### config.mk
export PLATFORM = sky130hd
export DESIGN_NAME = zc_mute_ctrl
export DESIGN_NICKNAME = d
export VERILOG_FILES = /design/src/rtl/zcm_pkg.sv /design/src/rtl/zcm_zero_det.sv /design/src/rtl/zcm_timeout.sv /design/src/rtl/zcm_hw_release.sv /design/src/rtl/zcm_chan_fsm.sv /design/src/rtl/zc_mute_ctrl.sv
export SDC_FILE = /design/constraint.sdc
export NUM_CORES = 1
export LEC_CHECK = 0
export BUFFER_PORTS_ARGS = -buffer_cell sky130_fd_sc_hd__buf_4
export CORE_MARGIN = 8
export CORE_UTILIZATION = 45
export CTS_BUF_LIST = sky130_fd_sc_hd__clkbuf_4 sky130_fd_sc_hd__clkbuf_8
export DETAILED_ROUTE_END_ITERATION = 8
export PLACE_DENSITY = 0.69
export SLEW_MARGIN = 25
export SYNTH_ARGS = -nofsm -noshare
export SYNTH_HDL_FRONTEND = slang
export SYNTH_SLANG_ARGS = --single-unit
### constraint.sdc
create_clock -name clk -period 3.65 [get_ports clk]
set_clock_uncertainty 0.05 [all_clocks]
set_input_delay 0.365 -clock clk [delete_from_list [all_inputs] [get_ports clk]]
set_output_delay 0.365 -clock clk [all_outputs]
set_load 0.02 [all_outputs]
### src/rtl/zcm_pkg.sv
package zcm_pkg;

    typedef enum logic [1:0] {
        CH_MUTED    = 2'd0,
        CH_OPEN     = 2'd1,
        CH_ARM_MUTE = 2'd2,
        CH_ARM_OPEN = 2'd3
    } ch_state_e;

    localparam int NUM_CH = 2;

endpackage

### src/rtl/zcm_zero_det.sv
module zcm_zero_det #(
    parameter int SAMPLE_W = 16
) (
    input  logic                clk,
    input  logic                rst_n,
    input  logic                vld_i,
    input  logic [SAMPLE_W-1:0] smp_i,
    input  logic [SAMPLE_W-1:0] thresh_i,
    output logic                hit_o
);

    logic [SAMPLE_W-1:0] mag;
    logic                in_win;
    logic                prev_sgn;
    logic                prev_vld;
    logic                flip;
    logic                hit_q;

    always_comb begin
        mag    = smp_i[SAMPLE_W-1] ? (~smp_i + 1'b1) : smp_i;
        in_win = (mag <= thresh_i);
        flip   = prev_vld && (prev_sgn != smp_i[SAMPLE_W-1]);
    end

    always_ff @(posedge clk) begin
        if (!rst_n) begin
            prev_sgn <= 1'b0;
            prev_vld <= 1'b0;
            hit_q    <= 1'b0;
        end else begin
            hit_q <= vld_i && (in_win || flip);
            if (vld_i) begin
                prev_sgn <= smp_i[SAMPLE_W-1];
                prev_vld <= 1'b1;
            end
        end
    end

    assign hit_o = hit_q;

    // a valid sample at magnitude zero always yields a crossing pulse
    a_r4_zero_hits: assert property (@(posedge clk) disable iff (!rst_n)
        (vld_i && (smp_i == '0)) |=> hit_o);

    // a sign flip between consecutive valid samples yields a crossing pulse
    a_r5_flip_hits: assert property (@(posedge clk) disable iff (!rst_n)
        (vld_i && prev_vld && (smp_i[SAMPLE_W-1] != prev_sgn)) |=> hit_o);

    // no valid sample, no crossing
    a_r4_needs_valid: assert property (@(posedge clk) disable iff (!rst_n)
        !vld_i |=> !hit_o);

endmodule

### src/rtl/zcm_timeout.sv
module zcm_timeout #(
    parameter int TIMEOUT_TICKS = 200
) (
    input  logic clk,
    input  logic rst_n,
    input  logic tick_i,
    input  logic restart_i,
    output logic expire_o
);

    localparam int CW = $clog2(TIMEOUT_TICKS + 1);
    localparam logic [CW-1:0] LAST = CW'(TIMEOUT_TICKS - 1);

    logic [CW-1:0] cnt;
    logic          run;
    logic          exp_q;

    always_ff @(posedge clk) begin
        if (!rst_n) begin
            cnt   <= '0;
            run   <= 1'b0;
            exp_q <= 1'b0;
        end else if (restart_i) begin
            cnt   <= '0;
            run   <= 1'b1;
            exp_q <= 1'b0;
        end else begin
            exp_q <= 1'b0;
            if (run && tick_i) begin
                if (cnt == LAST) begin
                    run   <= 1'b0;
                    exp_q <= 1'b1;
                end else begin
                    cnt <= cnt + 1'b1;
                end
            end
        end
    end

    assign expire_o = exp_q;

    // expiry is a single-cycle pulse
    a_r7_single_pulse: assert property (@(posedge clk) disable iff (!rst_n)
        expire_o |=> !expire_o);

    // a write cancels any expiry in the following cycle
    a_r7_restart: assert property (@(posedge clk) disable iff (!rst_n)
        restart_i |=> !expire_o);

endmodule

### src/rtl/zcm_hw_release.sv
module zcm_hw_release #(
    parameter int RELEASE_TICKS = 1
) (
    input  logic clk,
    input  logic rst_n,
    input  logic tick_i,
    input  logic pin_n_i,
    output logic force_o
);

    localparam int CW = $clog2(RELEASE_TICKS + 1);
    localparam logic [CW-1:0] LAST = CW'(RELEASE_TICKS - 1);

    logic [CW-1:0] cnt;
    logic          hold;

    always_ff @(posedge clk) begin
        if (!rst_n) begin
            cnt  <= '0;
            hold <= 1'b0;
        end else if (!pin_n_i) begin
            cnt  <= '0;
            hold <= 1'b1;
        end else if (hold && tick_i) begin
            if (cnt == LAST) begin
                hold <= 1'b0;
                cnt  <= '0;
            end else begin
                cnt <= cnt + 1'b1;
            end
        end
    end

    assign force_o = !pin_n_i || hold;

    // a rising pin edge never drops the force in the same cycle
    a_r9_hold_after_rise: assert property (@(posedge clk) disable iff (!rst_n)
        $rose(pin_n_i) |-> force_o);

    // without a tick the force cannot end
    a_r9_needs_tick: assert property (@(posedge clk) disable iff (!rst_n)
        (force_o && !tick_i) |=> force_o);

endmodule

### src/rtl/zcm_chan_fsm.sv
module zcm_chan_fsm
    import zcm_pkg::*;
(
    input  logic clk,
    input  logic rst_n,
    input  logic req_mute_i,
    input  logic zc_mode_i,
    input  logic zc_hit_i,
    input  logic tmo_i,
    output logic sw_mute_o,
    output logic pend_o
);

    ch_state_e state, state_nx;
    logic      fire;

    always_comb begin
        fire     = !zc_mode_i || zc_hit_i || tmo_i;
        state_nx = state;
        unique case (state)
            CH_MUTED: begin
                if (!req_mute_i)
                    state_nx = zc_mode_i ? CH_ARM_OPEN : CH_OPEN;
            end
            CH_OPEN: begin
                if (req_mute_i)
                    state_nx = zc_mode_i ? CH_ARM_MUTE : CH_MUTED;
            end
            CH_ARM_MUTE: begin
                if (!req_mute_i)
                    state_nx = CH_OPEN;
                else if (fire)
                    state_nx = CH_MUTED;
            end
            CH_ARM_OPEN: begin
                if (req_mute_i)
                    state_nx = CH_MUTED;
                else if (fire)
                    state_nx = CH_OPEN;
            end
            default: state_nx = CH_MUTED;
        endcase
    end

    always_ff @(posedge clk) begin
        if (!rst_n)
            state <= CH_MUTED;
        else
            state <= state_nx;
    end

    always_comb begin
        sw_mute_o = (state == CH_MUTED) || (state == CH_ARM_OPEN);
        pend_o    = (state == CH_ARM_MUTE) || (state == CH_ARM_OPEN);
    end

    // in direct mode the switch takes the request at the next edge
    a_r2_direct: assert property (@(posedge clk) disable iff (!rst_n)
        !zc_mode_i |=> (sw_mute_o == $past(req_mute_i)));

    // in crossing mode, with no crossing and no expiry, the switch holds
    a_r3_defer: assert property (@(posedge clk) disable iff (!rst_n)
        (zc_mode_i && !zc_hit_i && !tmo_i) |=> (sw_mute_o == $past(sw_mute_o)));

    // a pending channel whose request matches its switch stops pending
    a_r10_withdraw: assert property (@(posedge clk) disable iff (!rst_n)
        (pend_o && (req_mute_i == sw_mute_o)) |=> (!pend_o && (sw_mute_o == $past(sw_mute_o))));

endmodule

### src/rtl/zc_mute_ctrl.sv
module zc_mute_ctrl
    import zcm_pkg::*;
#(
    parameter int SAMPLE_W      = 16,
    parameter int TIMEOUT_TICKS = 200,
    parameter int RELEASE_TICKS = 1
) (
    input  logic                clk,
    input  logic                rst_n,
    input  logic                tick_i,
    input  logic                req_mute_i,
    input  logic                zc_mode_i,
    input  logic                sw_wr_i,
    input  logic                hw_mute_n_i,
    input  logic [SAMPLE_W-1:0] zc_thresh_i,
    input  logic                smp_vld_i,
    input  logic [SAMPLE_W-1:0] smp_l_i,
    input  logic [SAMPLE_W-1:0] smp_r_i,
    output logic                mute_l_o,
    output logic                mute_r_o,
    output logic                pend_l_o,
    output logic                pend_r_o
);

    logic [SAMPLE_W-1:0] smp    [NUM_CH];
    logic [NUM_CH-1:0]   hit;
    logic [NUM_CH-1:0]   sw_mute;
    logic [NUM_CH-1:0]   pend;
    logic                tmo;
    logic                hw_force;

    assign smp[0] = smp_l_i;
    assign smp[1] = smp_r_i;

    zcm_timeout #(
        .TIMEOUT_TICKS (TIMEOUT_TICKS)
    ) u_tmo (
        .clk       (clk),
        .rst_n     (rst_n),
        .tick_i    (tick_i),
        .restart_i (sw_wr_i),
        .expire_o  (tmo)
    );

    zcm_hw_release #(
        .RELEASE_TICKS (RELEASE_TICKS)
    ) u_hw (
        .clk     (clk),
        .rst_n   (rst_n),
        .tick_i  (tick_i),
        .pin_n_i (hw_mute_n_i),
        .force_o (hw_force)
    );

    for (genvar c = 0; c < NUM_CH; c++) begin : g_ch
        zcm_zero_det #(
            .SAMPLE_W (SAMPLE_W)
        ) u_det (
            .clk      (clk),
            .rst_n    (rst_n),
            .vld_i    (smp_vld_i),
            .smp_i    (smp[c]),
            .thresh_i (zc_thresh_i),
            .hit_o    (hit[c])
        );

        zcm_chan_fsm u_fsm (
            .clk        (clk),
            .rst_n      (rst_n),
            .req_mute_i (req_mute_i),
            .zc_mode_i  (zc_mode_i),
            .zc_hit_i   (hit[c]),
            .tmo_i      (tmo),
            .sw_mute_o  (sw_mute[c]),
            .pend_o     (pend[c])
        );
    end

    always_comb begin
        mute_l_o = sw_mute[0] || hw_force;
        mute_r_o = sw_mute[1] || hw_force;
        pend_l_o = pend[0];
        pend_r_o = pend[1];
    end

    // pin low mutes both outputs in the same cycle
    a_r8_pin_mutes: assert property (@(posedge clk) disable iff (!rst_n)
        !hw_mute_n_i |-> (mute_l_o && mute_r_o));

    // a crossing on the left alone leaves the right switch untouched
    a_r6_independent: assert property (@(posedge clk) disable iff (!rst_n)
        (zc_mode_i && hit[0] && !hit[1] && !tmo && pend[1] && (req_mute_i != sw_mute[1]))
            |=> (sw_mute[1] == $past(sw_mute[1])));

endmodule

# Yosys cells after proc, flatten, opt, wreduce, memory -nomap -nowiden
# Cells that the tools add are included.
dict set report classes {
  add_sub_neg 4
  order_cmp 2
  n_eq_ne 19
  muxes 24
  bitwise_logic 5
  reduce_logical 33
}
# op count
set op_table {}
lappend op_table {{$add 16x1->16 const B} 2}
lappend op_table {{$le 16x16->1} 2}
lappend op_table {{$mux 16} 2}
lappend op_table {{$not 16->16} 2}
lappend op_table {{$mux 2} 12}
lappend op_table {{$pmux 2 s4} 2}
lappend op_table {{$logic_or 1x1->1} 13}
lappend op_table {{$ne 3x2->1 const B} 4}
lappend op_table {{$ne 2x2->1 const B} 5}
lappend op_table {{$add 8x1->8 const B} 1}
lappend op_table {{$eq 2x2->1 const B} 4}
lappend op_table {{$eq 8x8->1 const B} 1}
lappend op_table {{$mux 1} 8}
lappend op_table {{$reduce_and 2->1} 4}
lappend op_table {{$reduce_and 4->1} 2}
lappend op_table {{$logic_and 1x1->1} 6}
lappend op_table {{$eq 2x1->1 const B} 2}
lappend op_table {{$logic_not 2->1} 2}
lappend op_table {{$reduce_bool 2->1} 2}
lappend op_table {{$not 1->1} 3}
lappend op_table {{$reduce_or 3->1} 1}
lappend op_table {{$logic_not 1->1} 2}
lappend op_table {{$ne 1x1->1} 2}
lappend op_table {{$ne 2x1->1 const B} 1}
lappend op_table {{other kinds (2)} 2}
dict set report word_totals {
  ff_bits 21
  input_bits 56
  out_inout_bits 4
  word_cells 99
}

# Logic depth before layout (Yosys ltp)
# Gate-level depths: netlist (run 1).
dict set report logic_depth {
  word_depth 6
  mapped_depth 12
  mapped_depth_nobuf 12
}

# By module
# A second synthesis (run 1) with hierarchy kept.
dict set report unflattened {
  hier_cells 323
  area_unflattened_um2 2663.8
}
# module instances cells_per_inst area_each_um2 seq_area_each_um2
set modules_own_cells {}
lappend modules_own_cells {zcm_zero_det 2 110 840.8 60.1}
lappend modules_own_cells {zcm_timeout 1 51 504.2 200.2}
lappend modules_own_cells {zcm_chan_fsm 2 23 212.7 40.0}
lappend modules_own_cells {zcm_hw_release 1 4 40.0 20.0}
lappend modules_own_cells {zc_mute_ctrl 1 2 12.5 0.0}

# Worst setup path after synthesis (run 1)
# No wires, ideal clock.
dict set report synth_path {
  kind {input port to flip-flop}
  startpoint {in smp_r_i[3]}
  endpoint {reg g_ch[1].u_det.hit_q}
  setup_time_ns 0.070
  t_arrival_ns 2.677
  required_ns 3.530
  setup_slack_ns 0.853
  cell_stages 9
  n_path_buf 0
  path_cell_list {or4_4 > or3_1 > o41ai_2 > xnor2_1 > ha_1 > a21oi_1 > nand2_1 > a2111oi_0 > o2bb2ai_1}
}
dict set report synth_between {
  elab_chain_len 6
}
# element line_no
set synth_rtl {}
lappend synth_rtl {{start: declaration} zc_mute_ctrl.sv:18} ;# input logic [SAMPLE_W-1:0] smp_r_i,
lappend synth_rtl {{$not 16->16} zcm_zero_det.sv:20} ;# mag = smp_i[SAMPLE_W-1] ? (~smp_i + 1'b1) : smp_i;
lappend synth_rtl {{$add 16x1->16} zcm_zero_det.sv:20}
lappend synth_rtl {{$mux 16 (*)} zcm_zero_det.sv:20}
lappend synth_rtl {{$le 16x16->1 (*)} zcm_zero_det.sv:21} ;# in_win = (mag <= thresh_i);
lappend synth_rtl {{$logic_or 1x1->1 (*)} zcm_zero_det.sv:31} ;# hit_q <= vld_i && (in_win || flip);
lappend synth_rtl {{$logic_and 1x1->1 (*)} zcm_zero_det.sv:31}
lappend synth_rtl {{end signal: assignment} zcm_zero_det.sv:31}
lappend synth_rtl {{end: declaration} zcm_zero_det.sv:17} ;# logic hit_q;
# Every way passes the cells marked *; elsewhere a longest branch is shown, timed or not.
# A chain may end at the register's enable or synchronous reset.

# Worst setup path after layout (run 1)
# Same ends and word-level chain as after synthesis.

==> results of run 1 <==
metrics by stage:
step | worst slack, ps | instances | total power [mW] | util
after floorplan | 853 | 293 | 0.502 | -
after global placement | 568 | 416 | 0.626 | 0.567
after detailed placement | 527 | 416 | 0.633 | 0.567
after CTS | 791 | 420 | 0.810 | 0.578
after global routing | 568 | 420 | 0.870 | 0.578
final | 809 | 420 | 0.803 | 0.578
area by class of cell:
class                   count  share of cell area
well taps                  70              0.0297
repair buffers             59               0.150
inverters                  25              0.0318
flip-flops and latches     20               0.136
multi-input cells         242               0.634
clock buffers               4              0.0187
path summary, 6_finish.rpt:
kind                             start                        endpoint  slack [ps]
max                         smp_r_i[3]  g_ch[1].u_det.hit_o$_SDFF_PN0_         810
min                        hw_mute_n_i          u_hw.hold$_SDFFE_PN0P_         240
max reg2reg  u_tmo.cnt[0]$_SDFFE_PP0P_       u_tmo.cnt[6]$_SDFFE_PP0P_        1960
min reg2reg  u_tmo.cnt[5]$_SDFFE_PP0P_       u_tmo.cnt[5]$_SDFFE_PP0P_         430
registers in the layout, indices dropped and copies added, names as in the netlist:
name,count
g_ch.u_det.prev_vld,1
u_tmo.expire_o,1
g_ch.u_fsm.state,4
u_tmo.cnt,8
g_ch.u_det.hit_o,2
g_ch.u_det.prev_sgn,2
u_hw.hold,1
u_tmo.run,1
power by group:
part | total [mW] | switching, mW | internal (mW) | leakage [nW]
logic | 0.371 | 0.192 | 0.179 | 1.13
registers | 0.259 | 0.0203 | 0.239 | 0.164
clock network | 0.174 | 0.0776 | 0.0962 | 0.0288
total | 0.803 | 0.289 | 0.514 | 1.32
synthesized netlist by cell type (all sizes together) (4+ instances only):
cell type / instances / area share
nand4: 7 / 0.018
xor2: 6 / 0.022
nand3: 6 / 0.013
dfxtp: 20 / 0.17
nor2b: 5 / 0.013
nand2: 25 / 0.039
ha: 45 / 0.24
or4: 4 / 0.016
nor2: 18 / 0.028
inv: 25 / 0.039
or3: 5 / 0.019
o41ai: 6 / 0.025
xnor2: 28 / 0.10
a21oi: 13 / 0.027
mux2i: 5 / 0.021
o211ai: 5 / 0.016
o31ai: 6 / 0.019
o21ai: 18 / 0.038
clkbuf: 5 / 0.0079
nand2b: 5 / 0.013
worst max-delay path, cell delays in order:
cell and delay, ps:
buf_4 130, or4_4 540, or3_1 410, o41ai_2 330
xnor2_1 150, ha_1 270, a21oi_1 150, nand2_1 60
a2111oi_0 440, o2bb2ai_1 150
routing by layer:
layer | track usage | vias to the layer above | wire, microns
li1 | - | 1165 | -
met1 | 0.171 | 959 | 2580
met2 | 0.241 | 38 | 2490
met3 | 0.0297 | 4 | 315
met4 | 0.0399 | 0 | 58
met5 | 0 | - | 0
cell families (layout without fill, tap and decap cells):
| family | Yosys count | count (layout) | synth area share |
|---|---|---|---|
| AND/OR/NAND/NOR | 94 | 94 | 0.224 |
| adder cells (fa/ha/maj) | 45 | 45 | 0.236 |
| AO/OA/AOI/OAI | 64 | 64 | 0.179 |
| XOR/XNOR | 34 | 34 | 0.125 |
| buffers and inverters | 31 | 88 | 0.0492 |
| flip-flops | 20 | 20 | 0.168 |
| multiplexers | 5 | 5 | 0.0209 |
==> impl_metrics.toml, run 1 <==
[timing]
hold_viol = 0
whs_ps = 242
worstMarginPinSlew_ps = 409
min_period_ps = 2840
slew_violations = 0
fmax_ghz = 0.352
slew_headroom = 0.720
final-setup-viol-count = 0
rsz0062_at_grt = "no"
tns_ps = 0
finalCritPeriodShare = 0.778

[finish]
fin_nets = 452
final_common_cell = "buf_4"
fin_area_sq_mm = 0.00295
layout-drive-gt1-share = 0.209
final_cell_mix = "buf_4, ha_1, xnor2_1"
multiInputGateArea_sq_mm = 0.00187
syn_to_final_growth_pct = 23.5
n_antenna_cell = 0
fillCellCount = 499
register_area_sq_um = 400

[setup_path]
cp-end-kind = "flip-flop"
critPathRequiredTime_ps = 3800
path_max_fanout = 5
path_class = "input pin to flip-flop"
reg2reg_depth = 6
startpoint_type = "input pin"
arrival_ps = 3000

[clock_network]
clock-sinks = 20
htreeDepth = 1
clock_path_buffers = 2
clock_latency_ps = 260
cts_tree = "built"
hold_buffers = 0
cts_made_buffers = 3
cts_setup_buffers = 0
cts_root_buf = "clkbuf_8"
post_cts_resized = 0
cts.clk_slew.worst_paths_ps = 80

[floorplanning]
initial_core_util = 0.468
die-width_microns = 88.9
die_area_sq_mm = 0.00790
rows = 26
design.core.area_sq_mm = 0.00511
die_h_microns = 88.9
top_level_ports = 60

[yosys]
avgSynthCellArea_sq_um = 8.16
synth_edf_count = 0
synth.distinct_cells = 43
synth_area_sq_mm = 0.00239
async_flop_share = 0
ys_warn_count = 0
yosysSeqAreaShare = 0.168
syn_inst = 293
ys.flop_type = "dfxtp_1"
ys_ff_latch = 20
syn_nets = 394

[route]
vias_per_cell = 5.16
wl_mm = 5.44
num_vias = 2166
ant_nets = 0
drcViolationCount = 0
wl_per_cell_microns = 13.0
dr.pass1.iters = 6
drt_iter0_drc = 94

[job]
maxCapViolCount = 0

[pwr]
leakage_nw = 1.32
p_per_area_mw_per_mm2 = 272
ir_worst_vdd_mv = 0.160

[placed_design]
portBuffers = 59
place.gp.congestion = 0.829
hpwlAfterDp_mm = 4.63
post_dp_cell_area_sq_mm = 0.00290

[global_route]
groute.usage.overall = 0.141
grt_max_degree = 19
grt_pass1_wl_mm = 9.00
antenna_found_initial = 0
overflow = 0
grt_pass1_vias = 2087

[worst_hold_path]
hp-class = "input pin to flip-flop"
min_path_cells = 2

[outcome]
outcome = "complete, no violations"
Power figures use the tool's default switching activity.
==> inputs of run 2 (changes only) <==
- ABC_AREA: default -> 1
- PLACE_DENSITY: 0.69 -> 0.71
- clock period: 3.65 -> 2.4 ns (I/O delays scaled with it)
==> impl_metrics.toml, run 2 <==
[outcome]
outcome = "complete, no violations"

[global_route]
antenna_found_initial = 0
groute.usage.overall = 0.148
overflow = 0
grt_pass1_wl_mm = 10.7
grt_pass1_vias = 2581
grt_max_degree = 23

[setup_path]
startpoint_type = "input pin"
slowest_delay_ps = 260
cp-end-kind = "flip-flop"
worstReg2RegEnd = "u_tmo.cnt[1]$_SDFFE_PP0P_"
path_max_fanout = 5
path_class = "input pin to flip-flop"
critPathRequiredTime_ps = 2530
path_cells = "buf_4 -> inv_1 -> ha_1 -> inv_1 -> nor2_2 -> nand3_1 -> o21ai_4 -> a21o_2 -> nand2_1 -> ha_1 -> nand2_1 -> nor2_1 -> nand2_1 -> nor2_1 -> nor2_1 -> a21oi_1"
cp_slowest_cell = "ha_1"
reg2reg_depth = 6
arrival_ps = 2250
r2r-start = "u_tmo.cnt[0]$_SDFFE_PP0P_"
r2r_slack_ps = 980

[floorplanning]
rows = 27
die_area_sq_mm = 0.00850
design.core.area_sq_mm = 0.00554
die_h_microns = 92.2
die-width_microns = 92.2
initial_core_util = 0.471
top_level_ports = 60

[yosys]
synth.distinct_cells = 25
synth_area_leaders = "ha_1, nand2_1, dfxtp_1"
synth_top_area_cell = "ha_1"
async_flop_share = 0
ys_ff_latch = 20
ys.flop_type = "dfxtp_1"
yosysSeqAreaShare = 0.153
syn_inst = 425
avgSynthCellArea_sq_um = 6.14
ys_warn_count = 0
syn_nets = 526
netlist_top_cells_count = "nand2_1, inv_1, nor2_1, ha_1"
synth_top_area_share = 0.216
synth_edf_count = 0
synth_most_common_cell = "nand2_1"
synth_area_sq_mm = 0.00261

[timing]
final-setup-viol-count = 0
slew_headroom = 0.774
fmax_ghz = 0.473
slew_violations = 0
finalCritPeriodShare = 0.881
hold_viol = 0
worstMarginPinSlew_ps = 338
fin_ws_ps = 286
min_period_ps = 2110
tns_ps = 0
rsz0062_at_grt = "no"
whs_ps = 103

[clock_network]
htreeDepth = 1
post_cts_resized = 0
clock_latency_ps = 260
clock_path_buffers = 2
cts_made_buffers = 3
cts_setup_buffers = 0
cts_tree = "built"
cts_root_buf = "clkbuf_8"
hold_buffers = 0
cts.clk_slew.worst_paths_ps = 80
clock-sinks = 20

[finish]
fin_nets = 587
layout-drive-gt1-share = 0.151
fin_cells = 557
largest_registers = "u_tmo.cnt (8), g_ch.u_fsm.state (4)"
largest_register = "u_tmo.cnt"
largest_reg_flops = 8
fin_area_sq_mm = 0.00321
n_antenna_cell = 0
final_cell_mix = "nand2_1, inv_1, buf_4"
final_common_cell = "nand2_1"
fillCellCount = 574
syn_to_final_growth_pct = 22.8
utilization = 0.579

[placed_design]
place.gp.congestion = 0.815
hpwlAfterDp_mm = 5.38
dp_slack_ps = 46.3
place_inst = 553
post_dp_cell_area_sq_mm = 0.00313
portBuffers = 59

[worst_hold_path]
hp-start = "hw_mute_n_i"
hold_end = "u_hw.hold$_SDFFE_PN0P_"
min_path_cells = 2
hp-class = "input pin to flip-flop"

[pwr]
intPower_uw = 850
p_clk_frac = 0.254
combPwrFrac = 0.456
power.switching_uw = 488
swShare = 0.365
pwr-share-seq = 0.290
ir_worst_vdd_mv = 0.254
leakage_nw = 1.77
p_per_area_mw_per_mm2 = 417
power.total_mw = 1.34

[route]
wl_mm = 6.23
drt_iter0_drc = 87
ant_nets = 0
drcViolationCount = 0
dr.pass1.iters = 4
vias_per_cell = 4.80
num_vias = 2675
wl_per_cell_microns = 11.2

[job]
maxCapViolCount = 0
-- run 2: changes by cell type in the layout (fill, tap and decap cells not counted), moves of 11 or more --
cell	change
a21oi_1	+11
inv_1	+49
nand2_1	+84
nor2_1	+37
xnor2_1	-22
xor2_1	+11
-- run 2: worst max-delay path by stage --
stage | startpoint | endpoint | slack, ps | depth (start not counted)
CTS | smp_l_i[0] | g_ch[0].u_det.hit_o$_SDFF_PN0_ | 260 | 16
detailed placement | smp_l_i[0] | g_ch[0].u_det.hit_o$_SDFF_PN0_ | 50 | 16
floorplan | smp_l_i[0] | g_ch[0].u_det.hit_o$_SDFF_PN0_ | 430 | 15
global route | smp_l_i[0] | g_ch[0].u_det.hit_o$_SDFF_PN0_ | 60 | 16
finish | smp_l_i[0] | g_ch[0].u_det.hit_o$_SDFF_PN0_ | 290 | 16
global placement | smp_l_i[0] | g_ch[0].u_det.hit_o$_SDFF_PN0_ | 130 | 16
-- run 2: critical path: cells and delay by family --
family	cells	cell delay (ps)
AO/OA/AOI/OAI	3	530
adder cells (fa/ha/maj)	2	420
buffers and inverters	3	240
AND/OR/NAND/NOR	8	800
-- run 2: area by class of cell --
class	instances	area, sq um	area share
Clock inverter	1	30.0	0.00937
Clock buffer	3	41.3	0.0129
Timing Repair Buffer	59	443	0.138
Inverter	75	282	0.0878
Tap cell	72	90.1	0.0281
Sequential cell	20	400	0.125
Multi-Input combinational cell	327	1920	0.599
-- run 2: layer usage --
metal	share of wire	global-route usage	up-vias
li1	-	-	1464
met1	0.48	0.177	1168
met2	0.47	0.263	39
met3	0.043	0.0236	4
met4	0.010	0.0403	0
met5	0	0	-
-- run 2: power groups by stage --
stage / clock network [mW] / logic, mW / registers (mW)
after floorplan: 0 / 0.413 / 0.387
after global placement: 0 / 0.593 / 0.393
after detailed placement: 0 / 0.612 / 0.395
after CTS: 0.347 / 0.615 / 0.387
after global routing: 0.362 / 0.711 / 0.393
final: 0.339 / 0.611 / 0.388
-- run 2: kinds of logic (layout without fill, tap and decap cells) --
| group | count (synthesis) | after routing | synth area share |
|---|---|---|---|
| buffers and inverters | 78 | 138 | 0.113 |
| adder cells (fa/ha/maj) | 45 | 45 | 0.216 |
| flip-flops | 20 | 20 | 0.153 |
| AND/OR/NAND/NOR | 204 | 204 | 0.325 |
| XOR/XNOR | 23 | 23 | 0.0771 |
| AO/OA/AOI/OAI | 55 | 55 | 0.116 |
==> inputs of run 3 (changes only) <==
- CORE_ASPECT_RATIO: default -> 1.2
==> impl_metrics.toml, run 3 (synthesis results as in run 2) <==
[outcome]
outcome = "complete, no violations"

[setup_path]
path_class = "input pin to flip-flop"
arrival_ps = 2200
path_max_fanout = 5
cp-end-kind = "flip-flop"
critPathRequiredTime_ps = 2560
startpoint_type = "input pin"

[timing]
slew_violations = 0
final-setup-viol-count = 0
rsz0062_at_grt = "no"
slew_headroom = 0.761
worstMarginPinSlew_ps = 357
finalCritPeriodShare = 0.851
whs_ps = 119
min_period_ps = 2040
tns_ps = 0
fmax_ghz = 0.489
hold_viol = 0

[finish]
n_antenna_cell = 0
syn_to_final_growth_pct = 22.3
fillCellCount = 551
largest_registers = "u_tmo.cnt (8), g_ch.u_fsm.state (4)"
final_common_cell = "nand2_1"
multiInputGateArea_sq_mm = 0.00192
register_area_sq_um = 400
fin_nets = 587
final_cell_mix = "nand2_1, inv_1, buf_4"
largest_register = "u_tmo.cnt"
layout-drive-gt1-share = 0.148
largest_reg_flops = 8

[pwr]
combPwrFrac = 0.458
swShare = 0.365
intPower_uw = 853
p_per_area_mw_per_mm2 = 421
ir_worst_vdd_mv = 0.196
leakage_nw = 1.77
p_clk_frac = 0.254
power.switching_uw = 491
pwr-share-seq = 0.288

[worst_hold_path]
hp-class = "input pin to flip-flop"

[floorplanning]
rows = 30
die_h_microns = 99.4
die-width_microns = 85.5
die_area_sq_mm = 0.00851
initial_core_util = 0.464
top_level_ports = 60
design.core.area_sq_mm = 0.00563

[route]
ant_nets = 0
drcViolationCount = 0
num_vias = 2665
dr.pass1.iters = 4
wl_per_cell_microns = 11.0
vias_per_cell = 4.85
wl_mm = 6.05
drt_iter0_drc = 52

[placed_design]
place.gp.congestion = 0.825
portBuffers = 59
hpwlAfterDp_mm = 5.30

[clock_network]
htreeDepth = 1
cts_root_buf = "clkbuf_8"
post_cts_resized = 0
cts_setup_buffers = 0
cts.clk_slew.worst_paths_ps = 80
hold_buffers = 0
clock-sinks = 20
cts_made_buffers = 3
clock_latency_ps = 270
clock_path_buffers = 2
cts_tree = "built"

[global_route]
grt_pass1_wl_mm = 10.6
groute.usage.overall = 0.148
grt_pass1_vias = 2605
overflow = 0
grt_max_degree = 23
antenna_found_initial = 0

[job]
maxCapViolCount = 0
[run 3: changes by cell type in the layout (fill, tap and decap cells not counted)]
cell,change
nor2_2,-1
nor2_1,+1
[run 3: cell type report]
type                            count  share of cell area
Clock inverter                      1             0.00940
Multi-Input combinational cell    327               0.600
Inverter                           75              0.0882
Sequential cell                    20               0.125
Tap cell                           64              0.0251
Clock buffer                        3              0.0129
Timing Repair Buffer               59               0.139
[run 3: power groups by stage]
| stage | registers (mW) | logic (mW) | clock network [mW] |
|---|---|---|---|
| global placement | 0.393 | 0.595 | 0 |
| global route | 0.391 | 0.717 | 0.366 |
| finish | 0.387 | 0.616 | 0.341 |
| detailed placement | 0.394 | 0.615 | 0 |
| floorplan | 0.387 | 0.413 | 0 |
| CTS | 0.386 | 0.619 | 0.348 |
[run 3: layer usage]
metal  track usage  vias to the layer above  share of wire
li1              -                     1467              -
met1         0.167                     1145           0.46
met2         0.273                       48           0.50
met3        0.0248                        5          0.036
met4        0.0419                        0         0.0089
met5             0                        -              0
[run 3: through the flow]
step	power [mW]	instance area, sq um	util	setup WS (ps)	std cells
finish	1.34	3190	0.567	357	549
global route	1.47	3190	0.567	102	549
CTS	1.35	3190	0.567	354	549
detailed placement	1.01	3120	0.554	66.7	545
global placement	0.988	3120	0.554	132	545
floorplan	0.801	2610	-	434	425
[run 3: final timing paths]
check	end	depth (start not counted)	from	slack [ps]
setup / recovery	g_ch[0].u_det.hit_o$_SDFF_PN0_	16	smp_l_i[0]	360
hold / removal	u_hw.hold$_SDFFE_PN0P_	2	hw_mute_n_i	120
setup reg to reg	u_tmo.cnt[3]$_SDFFE_PP0P_	8	u_tmo.cnt[0]$_SDFFE_PP0P_	1020
hold reg to reg	g_ch[0].u_det.prev_vld$_SDFFE_PN0P_	2	g_ch[0].u_det.prev_vld$_SDFFE_PN0P_	430
[run 3: worst max-delay path: stages]
cell	delay [ps]
buf_4	110
inv_1	70
ha_1	140
inv_1	40
nor2_1	160
nand3_1	180
o21ai_4	220
a21o_2	150
nand2_1	40
ha_1	260
nand2_1	60
nor2_1	140
nand2_1	90
nor2_1	110
nor2_1	50
a21oi_1	120
